$ cat src/rtl/mdu_pkg.sv
package mdu_pkg;
  typedef enum logic [1:0] {
    ST_IDLE = 2'd0,
    ST_RUN  = 2'd1,
    ST_WRAP = 2'd2
  } mdu_state_e;

  typedef enum logic {
    OP_MUL = 1'b0,
    OP_DIV = 1'b1
  } mdu_op_e;

  typedef enum logic {
    SZ_BYTE = 1'b0,
    SZ_WORD = 1'b1
  } mdu_size_e;

  typedef struct packed {
    mdu_op_e   op;
    mdu_size_e size;
    logic      zdiv;
  } mdu_cmd_t;
endpackage

$ cat src/rtl/mdu_ctrl.sv
module mdu_ctrl
  import mdu_pkg::*;
#(
  parameter int unsigned BYTE_STEPS = 8,
  parameter int unsigned WORD_STEPS = 16,
  parameter int unsigned CNT_W      = $clog2(WORD_STEPS)
) (
  input  logic clk_i,
  input  logic rst_ni,
  input  logic start_i,
  input  logic size_word_i,
  input  logic zero_div_i,
  output logic accept_o,
  output logic step_o,
  output logic capture_o,
  output logic busy_o
);
  mdu_state_e       state_q;
  logic [CNT_W-1:0] cnt_q;
  logic [CNT_W-1:0] last_q;

  assign accept_o  = start_i && (state_q == ST_IDLE);
  assign step_o    = (state_q == ST_RUN);
  assign capture_o = (state_q == ST_WRAP);
  assign busy_o    = (state_q != ST_IDLE);

  always_ff @(posedge clk_i or negedge rst_ni) begin
    if (!rst_ni) begin
      state_q <= ST_IDLE;
      cnt_q   <= '0;
      last_q  <= '0;
    end else begin
      unique case (state_q)
        ST_IDLE: if (accept_o) begin
          cnt_q   <= '0;
          last_q  <= size_word_i ? CNT_W'(WORD_STEPS - 1) : CNT_W'(BYTE_STEPS - 1);
          // zero divisor skips the iteration loop
          state_q <= zero_div_i ? ST_WRAP : ST_RUN;
        end
        ST_RUN: begin
          if (cnt_q == last_q) state_q <= ST_WRAP;
          else                 cnt_q   <= cnt_q + 1'b1;
        end
        ST_WRAP: state_q <= ST_IDLE;
        default: state_q <= ST_IDLE;
      endcase
    end
  end
endmodule

$ cat src/rtl/mdu_mul_seq.sv
module mdu_mul_seq #(
  parameter int unsigned W = 16
) (
  input  logic           clk_i,
  input  logic           rst_ni,
  input  logic           load_i,
  input  logic           step_i,
  input  logic [W-1:0]   a_i,
  input  logic [W-1:0]   b_i,
  output logic [2*W-1:0] prod_o
);
  localparam int unsigned PW = 2 * W;

  logic [PW-1:0] acc_q;
  logic [PW-1:0] mcand_q;
  logic [W-1:0]  mplier_q;

  always_ff @(posedge clk_i or negedge rst_ni) begin
    if (!rst_ni) begin
      acc_q    <= '0;
      mcand_q  <= '0;
      mplier_q <= '0;
    end else if (load_i) begin
      acc_q    <= '0;
      mcand_q  <= {{W{1'b0}}, a_i};
      mplier_q <= b_i;
    end else if (step_i) begin
      acc_q    <= acc_q + (mplier_q[0] ? mcand_q : '0);
      mcand_q  <= mcand_q << 1;
      mplier_q <= mplier_q >> 1;
    end
  end

  assign prod_o = acc_q;
endmodule

$ cat src/rtl/mdu_div_seq.sv
module mdu_div_seq #(
  parameter int unsigned W = 16
) (
  input  logic         clk_i,
  input  logic         rst_ni,
  input  logic         load_i,
  input  logic         step_i,
  input  logic [W-1:0] dvd_i,  // MSB-aligned to the active size
  input  logic [W-1:0] dvs_i,
  output logic [W-1:0] quo_o,
  output logic [W-1:0] rem_o
);
  logic [W-1:0] rem_q;
  logic [W-1:0] quo_q;
  logic [W-1:0] dvs_q;
  logic [W:0]   trial;
  logic [W:0]   diff;
  logic         fits;

  always_comb begin
    trial = {rem_q, quo_q[W-1]};
    diff  = trial - {1'b0, dvs_q};
    fits  = (trial >= {1'b0, dvs_q});
  end

  always_ff @(posedge clk_i or negedge rst_ni) begin
    if (!rst_ni) begin
      rem_q <= '0;
      quo_q <= '0;
      dvs_q <= '0;
    end else if (load_i) begin
      rem_q <= '0;
      quo_q <= dvd_i;
      dvs_q <= dvs_i;
    end else if (step_i) begin
      rem_q <= fits ? diff[W-1:0] : trial[W-1:0];
      quo_q <= {quo_q[W-2:0], fits};
    end
  end

  assign quo_o = quo_q;
  assign rem_o = rem_q;
endmodule

$ cat src/rtl/mul_div_unit.sv
module mul_div_unit
  import mdu_pkg::*;
#(
  parameter int unsigned BYTE_W = 8,
  parameter int unsigned WORD_W = 16,
  parameter int unsigned IDX_W  = 5
) (
  input  logic                clk_i,
  input  logic                rst_ni,
  input  logic                start_i,
  input  logic                op_div_i,
  input  logic                size_word_i,
  input  logic [WORD_W-1:0]   opa_i,
  input  logic [WORD_W-1:0]   opb_i,
  input  logic [IDX_W-1:0]    reg_idx_i,
  output logic                busy_o,
  output logic                done_o,
  output logic [2*WORD_W-1:0] result_o,
  output logic [IDX_W-1:0]    dest_idx_o,
  output logic                ovf_o,
  output logic                flags_valid_o
);
  localparam int unsigned RES_W   = 2 * WORD_W;
  localparam int unsigned BRES_W  = 2 * BYTE_W;
  localparam int unsigned LANE_SH = WORD_W - BYTE_W;

  logic [WORD_W-1:0] a_eff, b_eff, dvd_aln;
  logic              zero_div;
  logic              accept, step, capture;
  mdu_cmd_t          cmd_q;
  logic [IDX_W-1:0]  dest_pend_q;
  logic [IDX_W-1:0]  dest_next;
  logic [RES_W-1:0]  prod;
  logic [WORD_W-1:0] quo, rem;
  logic [RES_W-1:0]  res_next;
  logic [RES_W-1:0]  res_q;
  logic [IDX_W-1:0]  dest_q;
  logic              ovf_q, fv_q, done_q;

  // byte lanes: upper operand bits are dropped in byte mode
  generate
    if (LANE_SH > 0) begin : g_lane_mask
      always_comb begin
        a_eff = size_word_i ? opa_i : {{LANE_SH{1'b0}}, opa_i[BYTE_W-1:0]};
        b_eff = size_word_i ? opb_i : {{LANE_SH{1'b0}}, opb_i[BYTE_W-1:0]};
      end
    end else begin : g_lane_pass
      always_comb begin
        a_eff = opa_i;
        b_eff = opb_i;
      end
    end
  endgenerate

  always_comb begin
    dvd_aln  = size_word_i ? a_eff : (a_eff << LANE_SH);
    zero_div = op_div_i && (b_eff == '0);
    // containing register: byte reg -> word reg, word reg -> dword reg
    dest_next = size_word_i ? {reg_idx_i[IDX_W-1:2], 2'b00}
                            : {reg_idx_i[IDX_W-1:1], 1'b0};
  end

  mdu_ctrl #(
    .BYTE_STEPS(BYTE_W),
    .WORD_STEPS(WORD_W),
    .CNT_W     ($clog2(WORD_W))
  ) u_ctrl (
    .clk_i      (clk_i),
    .rst_ni     (rst_ni),
    .start_i    (start_i),
    .size_word_i(size_word_i),
    .zero_div_i (zero_div),
    .accept_o   (accept),
    .step_o     (step),
    .capture_o  (capture),
    .busy_o     (busy_o)
  );

  always_ff @(posedge clk_i or negedge rst_ni) begin
    if (!rst_ni) begin
      cmd_q       <= '{op: OP_MUL, size: SZ_BYTE, zdiv: 1'b0};
      dest_pend_q <= '0;
    end else if (accept) begin
      cmd_q.op    <= mdu_op_e'(op_div_i);
      cmd_q.size  <= mdu_size_e'(size_word_i);
      cmd_q.zdiv  <= zero_div;
      dest_pend_q <= dest_next;
    end
  end

  mdu_mul_seq #(.W(WORD_W)) u_mul (
    .clk_i (clk_i),
    .rst_ni(rst_ni),
    .load_i(accept && !op_div_i),
    .step_i(step && (cmd_q.op == OP_MUL)),
    .a_i   (a_eff),
    .b_i   (b_eff),
    .prod_o(prod)
  );

  mdu_div_seq #(.W(WORD_W)) u_div (
    .clk_i (clk_i),
    .rst_ni(rst_ni),
    .load_i(accept && op_div_i),
    .step_i(step && (cmd_q.op == OP_DIV)),
    .dvd_i (dvd_aln),
    .dvs_i (b_eff),
    .quo_o (quo),
    .rem_o (rem)
  );

  always_comb begin
    res_next = '0;
    if (cmd_q.zdiv) begin
      res_next = (cmd_q.size == SZ_WORD) ? '1 : RES_W'({BRES_W{1'b1}});
    end else if (cmd_q.op == OP_MUL) begin
      res_next = (cmd_q.size == SZ_WORD) ? prod : RES_W'(prod[BRES_W-1:0]);
    end else if (cmd_q.size == SZ_WORD) begin
      res_next = {rem, quo};
    end else begin
      res_next = RES_W'({rem[BYTE_W-1:0], quo[BYTE_W-1:0]});
    end
  end

  always_ff @(posedge clk_i or negedge rst_ni) begin
    if (!rst_ni) begin
      res_q  <= '0;
      dest_q <= '0;
      ovf_q  <= 1'b0;
      fv_q   <= 1'b0;
      done_q <= 1'b0;
    end else begin
      done_q <= capture;
      if (capture) begin
        res_q  <= res_next;
        dest_q <= dest_pend_q;
        ovf_q  <= cmd_q.zdiv;
        fv_q   <= !cmd_q.zdiv;
      end
    end
  end

  assign done_o        = done_q;
  assign result_o      = res_q;
  assign dest_idx_o    = dest_q;
  assign ovf_o         = ovf_q;
  assign flags_valid_o = fv_q;
endmodule

$ cat config.mk
export PLATFORM = sky130hd
export DESIGN_NAME = mul_div_unit
export DESIGN_NICKNAME = d
export VERILOG_FILES = /design/src/rtl/mdu_pkg.sv /design/src/rtl/mdu_ctrl.sv /design/src/rtl/mdu_mul_seq.sv /design/src/rtl/mdu_div_seq.sv /design/src/rtl/mul_div_unit.sv
export SDC_FILE = /design/constraint.sdc
export NUM_CORES = 1
export LEC_CHECK = 0
export CAP_MARGIN = 0
export CORE_ASPECT_RATIO = 1.75
export CORE_MARGIN = 4
export CORE_UTILIZATION = 35
export CTS_CLUSTER_DIAMETER = 40
export DETAILED_ROUTE_END_ITERATION = 6
export DONT_BUFFER_PORTS = 1
export HOLD_SLACK_MARGIN = 0.06
export PLACE_DENSITY = 0.52
export SETUP_SLACK_MARGIN = 0.02
export SKIP_CTS_REPAIR_TIMING = 1
export SLEW_MARGIN = 20
export SYNTH_ARGS = -nofsm -noshare
export SYNTH_HDL_FRONTEND = slang
export SYNTH_SLANG_ARGS = --single-unit
$ cat constraint.sdc
create_clock -name clk_i -period 2.9 [get_ports clk_i]
set_clock_uncertainty 0.2 [all_clocks]
set_input_delay 0.58 -clock clk_i [delete_from_list [all_inputs] [get_ports clk_i]]
set_output_delay 0.58 -clock clk_i [all_outputs]
set_load 0.02 [all_outputs]
After elaboration in Yosys (flattened, before gate mapping) --
Index checks and enable logic that the tools add are counted.
Word-level totals: bits in registers 186, bits in latches 0, bits in writable memories 0, ROM bits 0, input bits 42, logic and storage cells 75, memories kept 0
Operators by class: add/subtract/negate cells 3, $mul 0, divide/modulo/power cells 0, $lt $le $gt $ge 1, eq/ne operators 6, shift operators 0, mux-type cells 29, bitwise gates (word level) 1, reductions and logical operators 17
Operators by type and width (number):
- $mux W32 | 10
- $mux W16 | 10
- $add A32 B32 Y32 | 1
- $ge A17 B16 Y1 | 1
- $logic_not A16 Y1 | 1
- $sub A16 B16 Y16 | 1
- $mux W4 | 3
- $mux W2 | 4
- $pmux W4 S2 | 1
- $reduce_bool A2 Y1 | 4
- $logic_and A1 B1 Y1 | 6
- $add A4 B1 Y4 const B | 1
- $eq A4 B4 Y1 | 1
- $ne A2 B2 Y1 const B | 2
- $pmux W2 S2 | 1
- $reduce_and A2 Y1 | 2
- $reduce_and A3 Y1 | 1
- $eq A2 B1 Y1 const B | 1
- $eq A2 B2 Y1 const B | 1
- $logic_not A1 Y1 | 2
- $logic_not A2 Y1 | 1
- $ne A2 B1 Y1 const B | 1
- $not A1 Y1 | 1

Depth between registers and ports, before layout --
Gate-level depths: netlist (run 1).
depth after elaboration 6, depth in mapped cells 12, gate-level depth less buffers 12

Cells and area by module --
A second synthesis (run 1) with hierarchy kept.
Second synthesis, totals: cells, all modules 1183, area, all modules 11111.9 um^2
By module, submodules not included:
- mdu_mul_seq | instances 1, cells each 555, area each 5190.0 um^2
- mdu_div_seq | instances 1, cells each 333, area each 2950.3 um^2
- mul_div_unit | instances 1, cells each 252, area each 2543.7 um^2
- mdu_ctrl | instances 1, cells each 43, area each 427.9 um^2

Least setup slack after synthesis (run 1) --
Ideal clock, no wire load.
kind register -> register, start reg u_mul.mplier_q[0], end reg u_mul.acc_q[27] (netlist: u_mul.prod_o[27]), library setup time 0.131 ns, arrival time 2.689 ns, data required time 2.569 ns, slack -0.120 ns, stages on the path, launching flop included 13, period minus slack after synthesis 3.020 ns, path through dfrtp_1 > clkbuf_1 > and2_1 > ha_1 > and4_4 > and3_4 > a221oi_2 > a21oi_2 > o21a_1 > or3_1 > a21oi_2 > xor2_1 > o21ai_1
Between the ends: longest elaborated chain between the ends 4
RTL lines:
- start: declaration | line mdu_mul_seq.sv:16 | logic [W-1:0] mplier_q;
- start signal: assignment | line mdu_mul_seq.sv:26 | mplier_q <= b_i;
- start signal: assignment | line mdu_mul_seq.sv:30 | mplier_q <= mplier_q >> 1;
- $mux W32 | line mdu_mul_seq.sv:28 | acc_q <= acc_q + (mplier_q[0] ? mcand_q : '0);
- $add A32 B32 Y32 | line mdu_mul_seq.sv:28
- $mux W32 | line mdu_mul_seq.sv:27 | end else if (step_i) begin
- $mux W32 | line mdu_mul_seq.sv:23 | end else if (load_i) begin
- end signal: assignment | line mdu_mul_seq.sv:28
- end: declaration | line mdu_mul_seq.sv:14 | logic [PW-1:0] acc_q;
Every way passes these cells. The select of a mux whose other input is x is not followed. A chain may end at the register's enable or synchronous reset.

Worst setup path in the final report (run 1) --
Ends and elaborated chain as after synthesis.

==> results of run 1 <==
-- final timing paths --
check | start | to | slack (ps) | cells past startpoint
max | u_mul.mplier_q[0] | u_mul.prod_o[27] | -230 | 12
min | rst_ni | u_mul.mcand_q[29] | -360 | 0
max reg2reg | u_mul.mplier_q[0] | u_mul.prod_o[27] | -230 | 12
min reg2reg | dest_pend_q[4] | dest_idx_o[4] | 270 | 2
max in group asynchronous | rst_ni | cmd_q[2] | 2570 | 0
min in group clk_i | opa_i[2] | u_div.quo_o[2] | 70 | 2
-- through the flow --
step	utilization, %	setup TNS (ps)	instances
global placement	40.20	-4796	1621
detailed placement	40.20	-5285	1621
global route	43.51	-4138	1669
floorplan	-	0	1165
finish	43.51	-1874	1669
CTS	42.13	-6042	1653
-- metal layers --
metal	vias to the layer above	GRT usage (%)	share of wire (%)	wire, um
met5	-	0	0	0
met2	155	33.14	52	15810
li1	4305	-	-	-
met4	0	6.623	3.5	1064
met1	4200	23.18	41	12670
met3	48	3.507	3.6	1093
-- power by group through the flow --
stage                     registers [mW]  logic, mW  clock network (mW)
after global placement              4.79       7.38                   0
after CTS                           4.76       7.52                2.34
after global routing                4.91       8.68                2.44
after floorplan                     4.46       5.17                   0
final                               4.77       7.79                2.27
after detailed placement            4.80       7.48                   0
-- final cells by class --
cell class / instances / area share, %
timing repair buffer: 156 / 9.500
clock inverter: 15 / 1.104
sequential: 181 / 35.70
clock buffer: 17 / 3.351
multi-input combinational: 888 / 45.70
tap: 382 / 3.765
inverter: 30 / 0.8870
-- state kept, by name, indices dropped and copies added, names as in the netlist, 2 cells and up --
register,count
u_div.dvs_q,16
u_div.rem_o,16
u_mul.mcand_q,32
u_mul.mplier_q,16
result_o,32
dest_idx_o,4
dest_pend_q,4
cmd_q,3
u_mul.prod_o,32
u_ctrl.state_q,2
u_ctrl.cnt_q,4
u_div.quo_o,16
-- kinds of logic (layout without fill, tap and decap cells) --
group	Yosys count	after routing
other	1	1
XOR/XNOR	45	45
AO/OA/AOI/OAI	292	292
buffers and inverters	96	218
multiplexers	59	59
AND/OR/NAND/NOR	441	441
flip-flops	181	181
adder cells (fa/ha/maj)	50	50
-- cells in the mapped netlist (3+ instances only) --
library cell,instances
nand2_1,234
dfrtp_1,181
o21ai_0,102
nor2_1,65
a21oi_1,63
clkbuf_1,56
nand3_1,55
ha_1,48
and2_1,36
mux2i_1,34
inv_1,30
mux2_2,25
xnor2_1,25
a31oi_1,23
a21o_1,20
xor2_1,20
a22oi_1,18
nor3_1,12
a221o_1,10
o21ai_1,10
buf_1,8
and3_1,6
o21a_1,6
or3_1,5
nand2b_1,4
nand4_1,4
nor2b_1,4
o211ai_1,4
a211oi_1,3
a22o_1,3
a32oi_1,3
o21bai_1,3
or2_2,3
-- critical path, stage by stage, from the launching register on --
cell,delay (ps)
dfrtp_2,490
buf_6,160
and2_4,140
ha_4,210
and4_4,190
and3_4,200
a221oi_4,330
a21oi_4,120
o21a_4,230
or3_4,370
a21oi_2,160
xor2_1,150
o21ai_1,70
==> impl_metrics.toml, run 1 <==
[timing]
period_share_pct = 107.8
hold_viol_final = 181
whs_ps = -365.0
slew_violations = 0
rsz0062_at_grt = "yes"
relSlewSlack_pct = 50.95
setup_violations = 14
tightestPinTransition_ps = 734.9
fin_ws_ps = -226.3
fin_crit_ps = 3126
fmax_mhz = 319.9

[routing]
viasPerCell = 5.217
drtAntennaViolNets = 0
drtPass1Iterations = 4
drc = 0
drtIter0Drc = 438
vias = 8708
wl_mm = 30.63
post_drt_wl_per_cell_um = 18.35

[job]
maxCapViolCount = 0

[outcome]
failed_checks = "negative hold slack, negative setup slack"
status = "finished with violations"

[floorplan]
fp.dieH_um = 235.2
num_rows = 83
io_pins = 83
start_util_pct = 35.39
dieArea_um2 = 32430
die-width_um = 137.9
core_um2 = 29180

[global_route]
antenna_found_initial = 0
grt_max_degree = 182
grt_pass1_wl_mm = 48.01
grt_pass1_vias = 8751
grt_remaining_overflow = 0
grtUsageTotal_pct = 19.02

[cells_and_area]
design_area_um2 = 12700
synthToLayoutAreaGrowth_pct = 22.93
nets = 1366
mostFrequentLayoutCell = "nand2_1"
drive_above_1_share_pct = 20.90
regArea_um2 = 4532
num_antenna_cells = 0
multi_input_area_um2 = 5802
final_cell_mix = "233 x nand2_1, 179 x dfrtp_1, 143 x buf_4"
fillers = 2864

[setup_path]
cp-start-kind = "flop"
path_max_fanout = 7
worstPathArrival_ps = 3260
crit_type = "reg2reg"
critPathCaptureType = "flop"
critPathRequiredTime_ps = 3030

[placed_design]
place_congestion = 0.8290
portBuffers = 0
pre_cts_ws_ps = -461.7
placed_cell_area_um2 = 11730
hpwl_mm = 22.30

[logic_synthesis]
syn_area_per_cell_um2 = 8.865
synth_area_leader_cell = "dfrtp_1"
synth_top_family_by_area = "simple AND/OR/NAND/NOR gates"
synth_compound_area_share_pct = 17.53
synth_top_flop_cell = "dfrtp_1"
synthMuxAreaShare_pct = 6.021
synthAdderAreaFrac_pct = 6.203
ys_seq_area_share_pct = 43.86
synth_cells = 1165
ys_types = 68
syn_area_um2 = 10330
async_reset_ff_share_pct = 100.0
synthesis.nets = 1257
synth-edff-count = 0
yosys.area.top_type_share_pct = 43.86
synth-seq-cells = 181
yosys.area_share.simple_pct = 18.97
synth-xor-area-share_pct = 3.816
synthTopCellsByArea = "dfrtp_1 44%, nand2_1 8.5%, ha_1 5.8%"
yosys_warnings = 0

[power_and_ir_drop]
pwr-share-clk_pct = 15.3
p_comb_share_pct = 52.5
power.density_nw_per_um2 = 1169
power_frac_seq_pct = 32.2
peakVddDrop_v = 0.0004781
netSwitchingPower_mw = 6.387
internal-power_mw = 8.448
power_mw = 14.84
p_sw_share_pct = 43.05
p_leak_nw = 5.946

[clock_tree]
clock_latency_ps = 450
cts_buffers = 17
cts_tree = "done"
cts-htree-levels = 4
clkTransAtPathRegs_ps = 80
root_buffer = "clkbuf_16"
cts.sinks = 181
clockBufferDepth = 2

[worst_hold_path]
hold_path_class = "in2async"
No activity file was read; power rests on OpenSTA's default activity.
==> run 2, diff against run 1 <==
- CORE_ASPECT_RATIO: 1.75 -> default
- SLEW_MARGIN: 20 -> 10
==> run 2 against run 1 <==
The run still ends with negative hold slack, negative setup slack left. Flip-flop and latch count is the same. Sequential power is essentially flat. Hold slack worse by 4.5 ps. Routed wire length is 1.9% lower. Register-to-register slack about the same. Core utilization barely moved. Design area decreased by 0.75%. Combinational power decreased by 1%. Critical path depth stayed put. Final cell count decreased by 1.2%.
==> impl_metrics.toml, run 2 (synthesized netlist as in run 1, its figures left out) <==
[routing]
vias = 8704
drtAntennaViolNets = 0
drc = 0
wl_mm = 30.04
drtPass1Iterations = 6
post_drt_wl_per_cell_um = 18.22
drtIter0Drc = 557
viasPerCell = 5.278

[timing]
fmax_mhz = 320.6
tightestPinTransition_ps = 815.2
period_share_pct = 107.6
relSlewSlack_pct = 45.59
slew_violations = 0
setup_violations = 10
fin_crit_ps = 3119
hold_viol_final = 181
rsz0062_at_grt = "yes"
fin_ws_ps = -219.3
whs_ps = -369.4

[setup_path]
cp-start-kind = "flop"
rrSetupSlack_ps = -220
cp.depth = 12
rr_worst_depth = 12
path_max_fanout = 7
cp_num_buf_inv = 1
crit_type = "reg2reg"
cp_cell_sequence = "buf_6 -> and2_4 -> ha_4 -> and3_4 -> and3_4 -> a221oi_4 -> a21oi_2 -> o21a_1 -> or3_1 -> a21oi_2 -> xor2_1 -> o21ai_1"
crit_family = "simple AND/OR/NAND/NOR gates"
critPathRequiredTime_ps = 3000
crit_slowest_cell = "dfrtp_2"
max_stage_delay_ps = 460
worstPathArrival_ps = 3220
critPathCaptureType = "flop"

[clock_tree]
cts-htree-levels = 4
cts_buffers = 17
clockBufferDepth = 2
cts_tree = "done"
clock_latency_ps = 440
cts.sinks = 181
clkTransAtPathRegs_ps = 70
root_buffer = "clkbuf_16"

[global_route]
antenna_found_initial = 1
grtUsageTotal_pct = 18.31
grt_max_degree = 182
grt_pass1_wl_mm = 47.96
grt_remaining_overflow = 0
grt_pass1_vias = 8501

[cells_and_area]
nets = 1343
design_area_um2 = 12600
final_util_pct = 43.55
drive_above_1_share_pct = 20.65
mostFrequentLayoutCell = "nand2_1"
synthToLayoutAreaGrowth_pct = 22.01
final_cells = 1649
final_cell_mix = "233 x nand2_1, 179 x dfrtp_1, 123 x buf_4"

[worst_hold_path]
hold_path_class = "in2async"

[placed_design]
hpwl_mm = 21.93
pre_cts_ws_ps = -263.4
portBuffers = 0
place_congestion = 0.8276
placedCellCount = 1602
placed_cell_area_um2 = 11600

[floorplan]
num_rows = 62
die-width_um = 179.8
io_pins = 83
dieArea_um2 = 32320
fp.dieH_um = 179.8
core_um2 = 28940
start_util_pct = 35.69

[power_and_ir_drop]
p_leak_nw = 5.885
power.density_nw_per_um2 = 1182
peakVddDrop_v = 0.0007221

[job]
maxCapViolCount = 0

[outcome]
status = "finished with violations"
failed_checks = "negative hold slack, negative setup slack"
[run 2: cell types whose count changed in the layout (fill, tap and decap cells not counted), moves of 3 or more]
cell           before  now
o21ai_2             5    8
dlygate4sd3_1      11    3
o21ai_0            95   90
and2_1             32   29
buf_6               2    5
and2_4              4    7
buf_4             143  123
clkinv_4            7    1
[run 2: metrics by stage]
stage	total power, mW	setup TNS [ps]
global placement	11.98	-2528
finish	14.89	-1102
CTS	14.58	-3133
global route	16.13	-2770
floorplan	9.623	0
detailed placement	12.11	-2609
[run 2: where the power goes]
group	leakage [nW]	switching (mW)	internal [mW]	total (mW)
Clock	0.284	1.10	1.30	2.40
Combinational	3.30	4.05	3.65	7.70
Sequential	2.30	1.21	3.59	4.80
Total	5.88	6.36	8.54	14.9
[run 2: path summary, 6_finish.rpt]
path	from	to
hold reg to reg	dest_pend_q[4]	dest_idx_o[4]
setup reg to reg	u_mul.mplier_q[0]	u_mul.prod_o[27]
setup / recovery	u_mul.mplier_q[0]	u_mul.prod_o[27]
hold / removal	rst_ni	u_mul.mcand_q[2]
max in group asynchronous	rst_ni	u_div.quo_o[10]
min in group clk_i	reg_idx_i[3]	dest_pend_q[3]
[run 2: layout make-up]
class	instances	area, um^2
fill	2797	16330
multi-input combinational	888	5829
sequential	181	4532
timing repair buffer	133	1050
tap	384	480.5
clock buffer	18	429.2
clock inverter	14	165.2
inverter	30	112.6
antenna	1	2.502
[run 2: layer usage]
metal	track usage, %	wire [um]
met1	26.04	14490
met2	28.43	13460
met3	3.981	1564
met4	4.816	526
met5	0	0
==> run 3, diff against run 2 <==
- HOLD_SLACK_MARGIN: 0.06 -> 0.1
- SKIP_CTS_REPAIR_TIMING: 1 -> default
- clock period: 2.9 -> 2.57 ns (I/O delays scaled with it)
==> run 3 against run 2 <==
The flow still finishes with violations (negative hold slack, negative setup slack). Critical path depth grew 2. Sequential power increased by 12%. Global-route usage up 1.2 points. Critical path type unchanged. Fmax is 2.1% higher. Total power increased by 23%. Design area up 8.2%. Largest cell class unchanged. Worst setup slack lost 260 ps. Largest power group unchanged.
==> impl_metrics.toml, run 3 (synthesized netlist as in run 1, its figures left out) <==
[timing]
fmax_mhz = 327.5
fin_ws_ps = -483.8
tightestPinTransition_ps = 679.5
setup_violations = 24
hold_viol_final = 181
whs_ps = -418.8
period_share_pct = 118.8
relSlewSlack_pct = 54.55
rsz0062_at_grt = "yes"
slew_violations = 0
fin_crit_ps = 3054

[placed_design]
portBuffers = 0
pre_cts_ws_ps = -572.5
placedCellCount = 1648
place_congestion = 0.8525
hpwl_mm = 22.03

[routing]
wl_mm = 31.74
vias = 9090
drtAntennaViolNets = 0
post_drt_wl_per_cell_um = 18.24
viasPerCell = 5.224
drtIter0Drc = 560
drc = 0
drtPass1Iterations = 5

[cells_and_area]
synthToLayoutAreaGrowth_pct = 32.03
final_cell_mix = "228 x nand2_1, 179 x dfrtp_1, 173 x buf_4"
nets = 1435
drive_above_1_share_pct = 25.96
num_antenna_cells = 0
final_cells = 1740
mostFrequentLayoutCell = "nand2_1"
fillers = 2800

[clock_tree]
cts_buffers = 17
clkTransAtPathRegs_ps = 80
cts-htree-levels = 4
clockBufferDepth = 2
cts.sinks = 181
postCtsHoldBufs = 35
clock_latency_ps = 450
cts_tree = "done"
root_buffer = "clkbuf_16"

[setup_path]
rrSetupSlack_ps = -480
path_max_fanout = 7
critPathCaptureType = "flop"
crit_type = "reg2reg"
crit_slowest_cell = "dfrtp_2"
critPathRequiredTime_ps = 2690
crit_family = "compound AO/OA/AOI/OAI gates"
crit_path_frequent_cell = "buf_4"
max_stage_delay_ps = 490
cp-start-kind = "flop"
cp_num_buf_inv = 2
cp_cell_sequence = "and2_4 -> ha_4 -> fa_2 -> a21o_4 -> a31oi_4 -> nor4b_4 -> o21ai_1 -> buf_4 -> o211ai_4 -> buf_4 -> nand3_1 -> nand2_2 -> xor2_1 -> a22o_1"
worstPathArrival_ps = 3180

[power_and_ir_drop]
p_leak_nw = 6.384
p_sw_share_pct = 42.55
internal-power_mw = 10.50
pwr-share-clk_pct = 14.1
netSwitchingPower_mw = 7.773
power_frac_seq_pct = 29.3
power.density_nw_per_um2 = 1340
p_comb_share_pct = 56.6
peakVddDrop_v = 0.0005448

[floorplan]
fp.dieH_um = 179.8
dieArea_um2 = 32320
core_um2 = 28940
die-width_um = 179.8
io_pins = 83
start_util_pct = 35.69
num_rows = 62

[job]
maxCapViolCount = 0

[global_route]
grt_pass1_wl_mm = 50.70
grt_pass1_vias = 9002
grt_remaining_overflow = 0
antenna_found_initial = 0
grtUsageTotal_pct = 19.52
grt_max_degree = 182

[outcome]
status = "finished with violations"
failed_checks = "negative hold slack, negative setup slack"

[worst_hold_path]
hold_path_class = "in2async"
## run 3: per-layer routing
metal	routed length (um)	vias to the layer above	global-route usage, %
li1	-	4439	-
met1	14810	4408	27.16
met2	14900	209	31.43
met3	1440	34	3.779
met4	587	0	4.938
met5	0	-	0
## run 3: worst paths after layout
kind | cells after the start | startpoint | end
min in group clk_i | 2 | opa_i[7] | u_div.quo_o[15]
max | 14 | u_mul.mplier_q[0] | u_mul.prod_o[24]
min | 0 | rst_ni | dest_idx_o[4]
max reg2reg | 14 | u_mul.mplier_q[0] | u_mul.prod_o[24]
min reg2reg | 2 | dest_pend_q[3] | dest_idx_o[3]
max in group asynchronous | 0 | rst_ni | u_mul.mplier_q[0]
## run 3: per-stage QoR
step	power, mW	instance area (um^2)	utilization (%)	hold slack, ps	TNS [ps]
after floorplan	10.98	10530	-	18.41	-1554
after global placement	14.35	12070	41.70	33.03	-7907
after detailed placement	14.46	12070	41.70	31.85	-9209
after CTS	17.68	13300	45.95	-443.2	-6622
after global routing	19.72	13640	47.12	-445.8	-10670
final	18.27	13640	47.12	-418.8	-6465
## run 3: power groups by stage
stage                     logic, mW  registers (mW)  clock network (mW)
after floorplan                5.94            5.04                   0
after global placement         8.99            5.36                   0
after detailed placement       9.08            5.38                   0
after CTS                      9.70            5.35                2.63
after global routing           11.5            5.51                2.75
final                          10.3            5.36                2.58
## run 3: what timing repair did
item                                   in CTS  in global routing
setup buffers                              11                 17
pin swaps                                  37                 48
endpoints found under the hold margin     235                181
resized for setup                          50                 71
setup endpoints to repair                  40                 40
cloned                                      0                  0
## run 3: final cells by class
type                       instances  area [um^2]  share of cell area [%]
multi-input combinational        888         6066                   44.49
clock inverter                    15        135.1                  0.9910
timing repair buffer             225         1884                   13.82
tap                              384        480.5                   3.524
inverter                          30        112.6                  0.8258
clock buffer                      17        425.4                   3.120
sequential                       181         4532                   33.24
